`src/rtl/vld_agen_pkg.sv`:
```
package vld_agen_pkg;
  localparam int unsigned XLEN  = 64;
  localparam int unsigned NREG  = 128;
  localparam int unsigned REG_W = $clog2(NREG);
  localparam int unsigned VL_W  = 8;

  typedef enum logic {
    MODE_IMM = 1'b0,
    MODE_IDX = 1'b1
  } agen_mode_e;
endpackage

```
`src/rtl/vld_agen_seq.sv`:
```
// Element sequencer: busy, element counter, done pulse.
module vld_agen_seq #(
  parameter int unsigned VL_W = 8
) (
  input  logic            clk_i,
  input  logic            rst_ni,
  input  logic            start_i,
  input  logic [VL_W-1:0] vl_i,
  input  logic            single_i,
  input  logic            ready_i,
  output logic            busy_o,
  output logic            accept_o,
  output logic [VL_W-1:0] elem_o,
  output logic            done_o
);
  logic [VL_W-1:0] last_q;

  assign accept_o = busy_o & ready_i;

  always_ff @(posedge clk_i or negedge rst_ni) begin
    if (!rst_ni) begin
      busy_o <= 1'b0;
      elem_o <= '0;
      last_q <= '0;
      done_o <= 1'b0;
    end else begin
      done_o <= 1'b0;
      if (!busy_o) begin
        if (start_i) begin
          if (vl_i == '0) begin
            done_o <= 1'b1;
          end else begin
            busy_o <= 1'b1;
            elem_o <= '0;
            last_q <= single_i ? '0 : vl_i - 1'b1;
          end
        end
      end else if (ready_i) begin
        if (elem_o == last_q) begin
          busy_o <= 1'b0;
          done_o <= 1'b1;
        end else begin
          elem_o <= elem_o + 1'b1;
        end
      end
    end
  end
endmodule

```
`src/rtl/vld_agen_regnum.sv`:
```
// Register numbering for destination, base and index operands.
module vld_agen_regnum #(
  parameter int unsigned REG_W = 7,
  parameter int unsigned VL_W  = 8,
  parameter int unsigned NOPS  = 3
) (
  input  logic [NOPS-1:0][REG_W-1:0] reg_i,
  input  logic [NOPS-1:0]            vec_i,
  input  logic [VL_W-1:0]            elem_i,
  output logic [NOPS-1:0][REG_W-1:0] reg_o
);
  logic [REG_W-1:0] step;
  assign step = REG_W'(elem_i);

  for (genvar g = 0; g < NOPS; g++) begin : g_op
    // wraps modulo 2^REG_W
    assign reg_o[g] = vec_i[g] ? reg_i[g] + step : reg_i[g];
  end
endmodule

```
`src/rtl/vld_agen_addr.sv`:
```
// Effective address: gather, unit stride, element stride, indexed.
module vld_agen_addr
  import vld_agen_pkg::*;
#(
  parameter int unsigned AW = 64
) (
  input  logic       clk_i,
  input  logic       rst_ni,
  input  logic       load_i,
  input  logic       step_i,
  input  agen_mode_e mode_i,
  input  logic       stride_el_i,
  input  logic       dst_vec_i,
  input  logic       base_vec_i,
  input  logic [1:0] esize_i,
  input  logic [AW-1:0] imm_i,
  input  logic [AW-1:0] base_data_i,
  input  logic [AW-1:0] idx_data_i,
  output logic [AW-1:0] addr_o
);
  logic          el_mode;
  logic [AW-1:0] step_amt;
  logic [AW-1:0] acc_q;

  assign el_mode  = stride_el_i & dst_vec_i & ~base_vec_i;
  assign step_amt = el_mode ? imm_i : (AW'(1) << esize_i);

  // running offset replaces an i*imm multiplier
  always_ff @(posedge clk_i or negedge rst_ni) begin
    if (!rst_ni)     acc_q <= '0;
    else if (load_i) acc_q <= '0;
    else if (step_i) acc_q <= acc_q + step_amt;
  end

  always_comb begin
    if (mode_i == MODE_IDX)  addr_o = base_data_i + idx_data_i;
    else if (base_vec_i)     addr_o = base_data_i + imm_i;
    else if (el_mode)        addr_o = base_data_i + acc_q;
    else                     addr_o = base_data_i + imm_i + acc_q;
  end
endmodule

```
`src/rtl/vld_agen.sv`:
```
module vld_agen
  import vld_agen_pkg::*;
#(
  parameter int unsigned AW   = XLEN,
  parameter int unsigned RW   = REG_W,
  parameter int unsigned VLW  = VL_W
) (
  input  logic           clk_i,
  input  logic           rst_ni,
  input  logic           start_i,
  input  logic           mode_i,
  input  logic           stride_el_i,
  input  logic           dst_vec_i,
  input  logic           base_vec_i,
  input  logic           idx_vec_i,
  input  logic [1:0]     esize_i,
  input  logic [AW-1:0]  imm_i,
  input  logic [VLW-1:0] vl_i,
  input  logic [RW-1:0]  dst_i,
  input  logic [RW-1:0]  base_i,
  input  logic [RW-1:0]  idx_i,
  output logic           busy_o,
  output logic [RW-1:0]  base_addr_o,
  input  logic [AW-1:0]  base_data_i,
  output logic [RW-1:0]  idx_addr_o,
  input  logic [AW-1:0]  idx_data_i,
  output logic           req_valid_o,
  input  logic           req_ready_i,
  output logic [AW-1:0]  req_addr_o,
  output logic [RW-1:0]  req_rd_o,
  output logic [VLW-1:0] req_elem_o,
  output logic           done_o
);
  localparam int unsigned NOPS = 3;

  agen_mode_e    mode_q;
  logic          el_q, dv_q, bv_q, iv_q;
  logic [1:0]    esz_q;
  logic [AW-1:0] imm_q;
  logic [RW-1:0] dst_q, base_q, idx_q;
  logic          load, accept, single;
  logic [NOPS-1:0][RW-1:0] regs_in, regs_out;
  logic [NOPS-1:0]         vecs;

  assign load   = start_i & ~busy_o;
  // one request when every operand in use is scalar
  assign single = ~(dst_vec_i | base_vec_i | (mode_i & idx_vec_i));

  always_ff @(posedge clk_i or negedge rst_ni) begin
    if (!rst_ni) begin
      mode_q <= MODE_IMM;
      el_q   <= 1'b0;
      dv_q   <= 1'b0;
      bv_q   <= 1'b0;
      iv_q   <= 1'b0;
      esz_q  <= '0;
      imm_q  <= '0;
      dst_q  <= '0;
      base_q <= '0;
      idx_q  <= '0;
    end else if (load) begin
      mode_q <= agen_mode_e'(mode_i);
      el_q   <= stride_el_i;
      dv_q   <= dst_vec_i;
      bv_q   <= base_vec_i;
      iv_q   <= idx_vec_i & mode_i;
      esz_q  <= esize_i;
      imm_q  <= imm_i;
      dst_q  <= dst_i;
      base_q <= base_i;
      idx_q  <= idx_i;
    end
  end

  vld_agen_seq #(.VL_W(VLW)) u_seq (
    .clk_i    (clk_i),
    .rst_ni   (rst_ni),
    .start_i  (start_i),
    .vl_i     (vl_i),
    .single_i (single),
    .ready_i  (req_ready_i),
    .busy_o   (busy_o),
    .accept_o (accept),
    .elem_o   (req_elem_o),
    .done_o   (done_o)
  );

  assign regs_in = {idx_q, base_q, dst_q};
  assign vecs    = {iv_q, bv_q, dv_q};

  vld_agen_regnum #(.REG_W(RW), .VL_W(VLW), .NOPS(NOPS)) u_regnum (
    .reg_i  (regs_in),
    .vec_i  (vecs),
    .elem_i (req_elem_o),
    .reg_o  (regs_out)
  );

  assign req_rd_o    = regs_out[0];
  assign base_addr_o = regs_out[1];
  assign idx_addr_o  = regs_out[2];

  vld_agen_addr #(.AW(AW)) u_addr (
    .clk_i       (clk_i),
    .rst_ni      (rst_ni),
    .load_i      (load),
    .step_i      (accept),
    .mode_i      (mode_q),
    .stride_el_i (el_q),
    .dst_vec_i   (dv_q),
    .base_vec_i  (bv_q),
    .esize_i     (esz_q),
    .imm_i       (imm_q),
    .base_data_i (base_data_i),
    .idx_data_i  (idx_data_i),
    .addr_o      (req_addr_o)
  );

  assign req_valid_o = busy_o;
endmodule

```
`config.mk`:
```
export PLATFORM = sky130hd
export DESIGN_NAME = vld_agen
export DESIGN_NICKNAME = d
export VERILOG_FILES = /design/src/rtl/vld_agen_pkg.sv /design/src/rtl/vld_agen_seq.sv /design/src/rtl/vld_agen_regnum.sv /design/src/rtl/vld_agen_addr.sv /design/src/rtl/vld_agen.sv
export SDC_FILE = /design/constraint.sdc
export NUM_CORES = 1
export LEC_CHECK = 0
export BUFFER_PORTS_ARGS = -buffer_cell sky130_fd_sc_hd__buf_2
export CORE_ASPECT_RATIO = 1.5
export CORE_UTILIZATION = 65
export DETAILED_ROUTE_END_ITERATION = 16
export GPL_TIMING_DRIVEN = 1
export PLACE_DENSITY = 0.88
export SETUP_SLACK_MARGIN = 0.02
export SYNTH_ARGS = -nofsm -noshare
export SYNTH_HDL_FRONTEND = slang
export SYNTH_SLANG_ARGS = --single-unit
```
`constraint.sdc`:
```
create_clock -name clk_i -period 23.6 [get_ports clk_i]
set_clock_uncertainty 0.2 [all_clocks]
set_input_delay 4.72 -clock clk_i [delete_from_list [all_inputs] [get_ports clk_i]]
set_output_delay 4.72 -clock clk_i [all_outputs]
set_load 0.1 [all_outputs]
```
# Word-level counts from Yosys, hierarchy flattened
# Cells that the tools add are included.
# classes
n_eq_ne	4
n_shift	1
reduce_logical	5
n_mux	25
bitwise	10
addsub	10
# ops
op	count
$mux W64	6
$add A64 B64 Y64	5
$shl A1 B2 Y64 const A	1
$mux W8	6
$add A7 B7 Y7	3
$mux W7	3
$mux W1	10
$add A8 B1 Y8 const B	1
$eq A8 B8 Y1	1
$logic_not A8 Y1	1
$sub A8 B1 Y8 const B	1
$and A1 B1 Y1	5
$ne A2 B2 Y1 const B	2
$reduce_and A4 Y1	1
$reduce_bool A2 Y1	2
$not A1 Y1	3
$reduce_and A3 Y1	1
$ne A2 B1 Y1 const B	1
$or A1 B1 Y1	2
# totals
inputBits	232
wordCells	70
out_inout_bits	96
reg_bits	174

# Depth between registers and ports, before layout
# Gate-level depths: netlist (run 1).
# depth
word_depth	6
ltp_mapped	28
mapped_depth_nobuf	27

# Modules after synthesis
# Synthesis (run 1) repeated with hierarchy kept, for this count alone.
# unflattened
hier_cells	3121
area_unflattened_um2	24871.4
# by_module_without_submodules
module	area_per_inst_um2	seq_area_each_um2	instances	cells_per_inst
vld_agen_addr	18979.5	1601.5	1	2687
vld_agen	3803.6	2302.2	1	199
vld_agen_seq	1056.0	450.4	1	109
vld_agen_regnum	1032.2	0.0	1	126

# Worst setup path after synthesis (run 1)
# No wires, ideal clock.
# synth_timing
path_kind	input to output
from	in base_data_i[0]
to	out req_addr_o[63]
t_required_ps	18680
arrival_time_ps	11780
path_buffers	1
cell_stages	26
path_slack_ps	6900
path_cell_list	ha_1 inv_1 fa_1 nor2b_1 o31ai_1 a2111oi_0 o31a_1 or4b_2 and2_1 a21oi_1 xor2_1 o21ai_0 ha_1 clkbuf_1 and3_1 nand4_1 nor3_1 nand3_1 o21ai_0 a21oi_1 a21oi_1 a31o_2 and4_1 o22ai_1 xnor2_1 a221oi_1
# synth_via
elab_chain_cells	5
word_cells_on_any_way	7
cone_classes	add/sub: 4; mux: 3
# synth_lines
element	line	source
start, declared	vld_agen.sv:24	input logic [AW-1:0] base_data_i,
$add A64 B64 Y64	vld_agen_addr.sv:37, vld_agen_addr.sv:39	
$add A64 B64 Y64	vld_agen_addr.sv:39	else addr_o = base_data_i + imm_i + acc_q;
$mux W64	vld_agen_addr.sv:38	else if (el_mode) addr_o = base_data_i + acc_q;
$mux W64	vld_agen_addr.sv:37	else if (base_vec_i) addr_o = base_data_i + imm_i;
$mux W64 (*)	vld_agen_addr.sv:36	if (mode_i == MODE_IDX) addr_o = base_data_i + idx_data_i;
end, declared	vld_agen.sv:29	output logic [AW-1:0] req_addr_o,
# Every way passes the cells marked *; elsewhere a longest branch is shown, timed or not.

# Final worst setup path (run 1)
# Ends and elaborated chain as after synthesis.

==> flow_summary.toml, run 1 <==
[yosys]
synth_fa_ha_area_share_pct = 15.0
synthXorXnorAreaFrac_pct = 9.60
async_flop_share_pct = 100
ys_ff_latch = 174
synth-compound-area-share_pct = 28.3
synth_area_leader_cell = "dfrtp_1"
ys_types = 85
yosys.area.top_type_share_pct = 18.0
syn_avg_cell_area_um2 = 7.19
syn_nets = 3880
ys_top_cells_by_count = "696 x nand2_1, 330 x a21oi_1, 279 x ha_1, 252 x o21ai_0, 182 x nor2_1"
synth-edff-count = 0
synth_area_um2 = 24200
yosys-top-cells-area = "dfrtp_1 18%, ha_1 14%, nand2_1 11%, a21oi_1 6.8%, xnor2_1 5.5%"
syn_inst = 3362
synth_top_family_by_area = "compound AO/OA/AOI/OAI gates"
synth_most_common_cell = "nand2_1"
synthMuxAreaShare_pct = 1.75
yosysWarnings = 0
synthSimpleGateAreaFrac_pct = 23.4
ys.flop_type = "dfrtp_1"
seq_area_frac_synth_pct = 18.0

[clock_tree]
postCtsHoldBufs = 0
cts-resized-gates = 0
numCtsBuffers = 17
post-cts-setup-buffers = 0
cts_root_buf = "clkbuf_16"
insertion_delay_ps = 490
clock-sinks = 174
cts_buffer_depth = 2
cts_tree = "done"
htreeDepth = 4
path_clk_slew_ps = 70

[critical_path]
required_ps = 18680
r2r_cells = 17
reg2reg_to = "u_addr.acc_q[62]"
crit_type = "input port to primary output"
crit_arrival_ps = 12720
critPathMostFrequentCell = "a21oi_1"
r2r_slack_ps = 16330
cp_slowest_stage_delay_ps = 1130
endpoint_kind = "primary output"
crit_fanout = 8
worstReg2RegStart = "bv_q"
cp_slowest_cell = "a2111oi_0"
start_kind = "input port"

[cells_and_area]
finalNetCount = 4063
multi_input_area_um2 = 18900
n_fill_cell = 2998
synthToLayoutAreaGrowth_pct = 9.78
fin_cells = 4053
seqCellArea_um2 = 4360
final_layout_size_suffix_gt1_share_pct = 12.3

[min_path]
hp-start = "imm_q[52]"
hold-path-endpoint = "imm_q[52]"
worstHoldPathType = "flip-flop to flip-flop"
hold-path-cell-count = 2

[placed_design]
portBuffers = 327
dp_hpwl_um = 74700
dpl_worst_slack_ps = 6660
placedCellCount = 4009
gp_congestion = 1.10

[sta]
slew_headroom_pct = 8.65
fin_crit_ps = 17640
tns_ps = 0
max_slew.worst_pin.slew_ps = 1340
finalCritPeriodShare_pct = 74.7
slew_viol_final = 0
hold_viol = 0
setup_ws_ps = 5960
setup-violations-final = 0
fmax_mhz = 56.7
grt_setup_unrepaired = "no"

[global_route]
grtUsageTotal_pct = 51.1
gr-total-overflow = 0
grt_pass1_wl_um = 150000
antenna_found_initial = 13
grt_max_degree = 91
first_global_vias = 27100

[detailed_routing]
via_per_inst = 6.92
vias = 28000
drt-initial-drc-count = 3166
drtAntennaViolNets = 0
firstDrtPassIters = 9
wl_per_cell_um = 24.0
finalWirelength_um = 97100
drc = 0

[floorplan]
fp.dieArea_um2 = 38000
fp.dieH_um = 238
rows = 86
dieWidth_um = 159
io_pins = 328
core_um2 = 36700
start_util_pct = 65.9

[status]
status = "completed"

[flow_run]
cap_violations = 0
-- placed cells by master (no fill, tap or decap), types with 25 or more instances in the layout --
cell      Yosys  routed
and2_1       76      76
inv_1        76      76
nor2b_1      40      39
nor2_1      182     181
xor2_1      113     113
and3_1       26      25
xnor2_1     152     152
dfrtp_1     174     172
a21o_1      152     152
a31oi_1      41      41
nand4_1      60      60
nand2b_1     28      27
a211oi_1     53      53
nor3_1       39      38
buf_2         5     326
o21bai_1     51      51
nand3_1      57      56
o21ai_0     252     252
ha_1        279     279
a21oi_1     330     330
nand2_1     696     696
-- critical path: cells and delay by family --
| family | cells | cell delay [ps] |
|---|---|---|
| AO/OA/AOI/OAI | 10 | 4330 |
| AND/OR/NAND/NOR | 9 | 1730 |
| adder cells (fa/ha/maj) | 3 | 1030 |
| buffers and inverters | 3 | 650 |
| XOR/XNOR | 2 | 220 |
-- cell families after synthesis --
logic type / Yosys count
and+or+nand+nor: 1263
adders and majority gates: 286
DFF: 174
muxes: 39
AOI/OAI and AO/OA: 1082
xor gates and xnor gates: 265
buffers and inverters: 253
-- metrics by stage --
step	utilization [%]	hold slack (ps)	area, um^2
after floorplan	-	261	24200
after global placement	70.5	282	25900
after detailed placement	70.5	292	25900
after CTS	72.2	310	26500
after global routing	72.3	335	26500
final	72.3	315	26500
-- routing by layer --
metal | global-route usage (%) | share of wire, % | vias to the layer above
li1 | - | - | 12400
met1 | 53.0 | 33 | 12800
met2 | 82.3 | 45 | 2133
met3 | 14.9 | 11 | 724
met4 | 49.5 | 12 | 4
met5 | 0 | 0.027 | -
-- state kept, by name, summed over array words and instances, names as in the netlist, 2 cells and up --
signal	flops
base_q	7
esz_q	2
u_addr.acc_q	64
dst_q	7
imm_q	64
idx_q	7
u_seq.last_q	8
u_seq.elem_o	8
-- worst max-delay path by stage --
stage	start	endpoint	slack, ps	cells after the start
after floorplan	base_data_i[0]	req_addr_o[63]	6900	26
final	base_data_i[0]	req_addr_o[63]	5960	27
after global placement	base_data_i[0]	req_addr_o[63]	6730	27
after global routing	base_data_i[0]	req_addr_o[63]	5820	27
after CTS	base_data_i[0]	req_addr_o[63]	6510	27
after detailed placement	base_data_i[0]	req_addr_o[63]	6660	27
-- area by class of cell --
class / count / share of cell area (%)
timing repair buffer: 341 / 6.60
sequential: 174 / 16.4
clock buffer: 18 / 1.65
antenna: 11 / 0.104
clock inverter: 14 / 0.679
tap: 484 / 2.28
inverter: 76 / 1.07
multi-input combinational: 2935 / 71.2
Power of run 1 is not shown: default switching activity piles up to over one toggle a cycle in this logic, so the estimate is an artifact.
==> inputs of run 2 (changes only) <==
--- a/config.mk
+++ b/config.mk
@@ -7,10 +7,10 @@
 export LEC_CHECK = 0
 export BUFFER_PORTS_ARGS = -buffer_cell sky130_fd_sc_hd__buf_2
 export CORE_ASPECT_RATIO = 1.5
-export CORE_UTILIZATION = 65
+export CORE_UTILIZATION = 55
 export DETAILED_ROUTE_END_ITERATION = 16
 export GPL_TIMING_DRIVEN = 1
-export PLACE_DENSITY = 0.88
+export PLACE_DENSITY = 0.79
 export SETUP_SLACK_MARGIN = 0.02
 export SYNTH_ARGS = -nofsm -noshare
 export SYNTH_HDL_FRONTEND = slang
==> constraint.sdc (replaced) <==
create_clock -name clk_i -period 14.4 [get_ports clk_i]
set_clock_uncertainty 0.2 [all_clocks]
set_input_delay 2.88 -clock clk_i [delete_from_list [all_inputs] [get_ports clk_i]]
set_output_delay 2.88 -clock clk_i [all_outputs]
set_load 0.1 [all_outputs]
==> flow_summary.toml, run 2 (synthesis gave the netlist of run 1 again) <==
[detailed_routing]
wl_per_cell_um = 21.0
finalWirelength_um = 86700
vias = 26100
drc = 0
via_per_inst = 6.33
firstDrtPassIters = 6
drt-initial-drc-count = 2005
drtAntennaViolNets = 0

[flow_run]
cap_violations = 0

[sta]
fmax_mhz = 76.6
hold_viol = 0
slew_headroom_pct = 17.7
slew_viol_final = 0
tns_ps = 0
setup-violations-final = 0
max_slew.worst_pin.slew_ps = 1200
fin_crit_ps = 13060
finalCritPeriodShare_pct = 90.7
grt_setup_unrepaired = "no"

[clock_tree]
htreeDepth = 4
cts_tree = "done"
clock-sinks = 174
path_clk_slew_ps = 70
numCtsBuffers = 17
cts-resized-gates = 0
post-cts-setup-buffers = 0
cts_root_buf = "clkbuf_16"
postCtsHoldBufs = 0
insertion_delay_ps = 470
cts_buffer_depth = 2

[global_route]
grt_max_degree = 107
gr-total-overflow = 0
antenna_found_initial = 10
grtUsageTotal_pct = 38.1
first_global_vias = 25200
grt_pass1_wl_um = 134000

[critical_path]
crit_fanout = 6
cp_top_family = "compound AO/OA/AOI/OAI gates"
crit_type = "input port to primary output"
worstReg2RegStart = "dv_q"
cp_slowest_stage_delay_ps = 1020
cp_slowest_cell = "a2111oi_0"
reg2reg_to = "u_addr.acc_q[40]"
start_kind = "input port"
r2r_cells = 19
critPathMostFrequentCell = "a21oi_1"
crit_arrival_ps = 9980
r2r_slack_ps = 7670
endpoint_kind = "primary output"
required_ps = 11320
worst-path-buf-inv = 3

[placed_design]
dp_hpwl_um = 68700
gp_congestion = 1.07
portBuffers = 327

[cells_and_area]
largestRegisters = "imm_q (64), u_addr.acc_q (64)"
layout_commonest_cell = "nand2_1"
synthToLayoutAreaGrowth_pct = 10.0
final_layout_size_suffix_gt1_share_pct = 12.2
layout_common_cells = "695 x nand2_1, 330 x a21oi_1, 326 x buf_2, 279 x ha_1, 252 x o21ai_0"
finalNetCount = 4062

[min_path]
hp-start = "dst_q[6]"
hold-path-endpoint = "dst_q[6]"
hold-path-cell-count = 2
worstHoldPathType = "flip-flop to flip-flop"

[floorplan]
fp.dieH_um = 259
rows = 93
start_util_pct = 56.0
io_pins = 328
core_um2 = 43200
dieWidth_um = 173
fp.dieArea_um2 = 44800

[status]
status = "completed"
run 2: per-layer routing:
| layer | vias up | routed length, um | GRT usage [%] |
|---|---|---|---|
| met5 | - | 80 | 0 |
| li1 | 12400 | - | - |
| met4 | 12 | 7400 | 30.1 |
| met1 | 12100 | 32000 | 41.8 |
| met3 | 378 | 6620 | 6.92 |
| met2 | 1288 | 40600 | 65.0 |
run 2: how the worst max path moves through the flow:
stage / startpoint / endpoint / depth (start not counted)
2_1_floorplan: base_data_i[0] / req_addr_o[63] / 26
3_5_place_dp: base_data_i[0] / req_addr_o[63] / 28
5_1_grt: base_data_i[0] / req_addr_o[56] / 29
3_3_place_gp: base_data_i[0] / req_addr_o[63] / 28
6_report: base_data_i[0] / req_addr_o[63] / 29
4_1_cts: base_data_i[0] / req_addr_o[63] / 29
run 2: cell type report:
type                            count  area, um^2
Clock inverter                     15         173
Clock buffer                       17         425
Timing Repair Buffer              340        1740
Multi-Input combinational cell   2935       18900
Antenna cell                        4        10.0
Fill cell                        4088       16600
Sequential cell                   174        4360
Tap cell                          570         713
Inverter                           76         285
run 2: worst min-delay path: stages, from the launching register on:
cell and delay (ps):
dfrtp_1 360, nand2_1 50, nand2_1 60
run 2: metrics by stage:
step / setup WS (ps) / hold WS, ps / instances / instance area [um^2] / util, %
after floorplan: 1380 / 261 / 3362 / 24200 / -
after global placement: 1860 / 281 / 4095 / 26000 / 60.2
after detailed placement: 1660 / 283 / 4095 / 26000 / 60.2
after CTS: 1620 / 302 / 4127 / 26600 / 61.6
after global routing: 795 / 329 / 4130 / 26600 / 61.6
final: 1340 / 301 / 4131 / 26600 / 61.6
Power of run 2 is left out for the same reason.
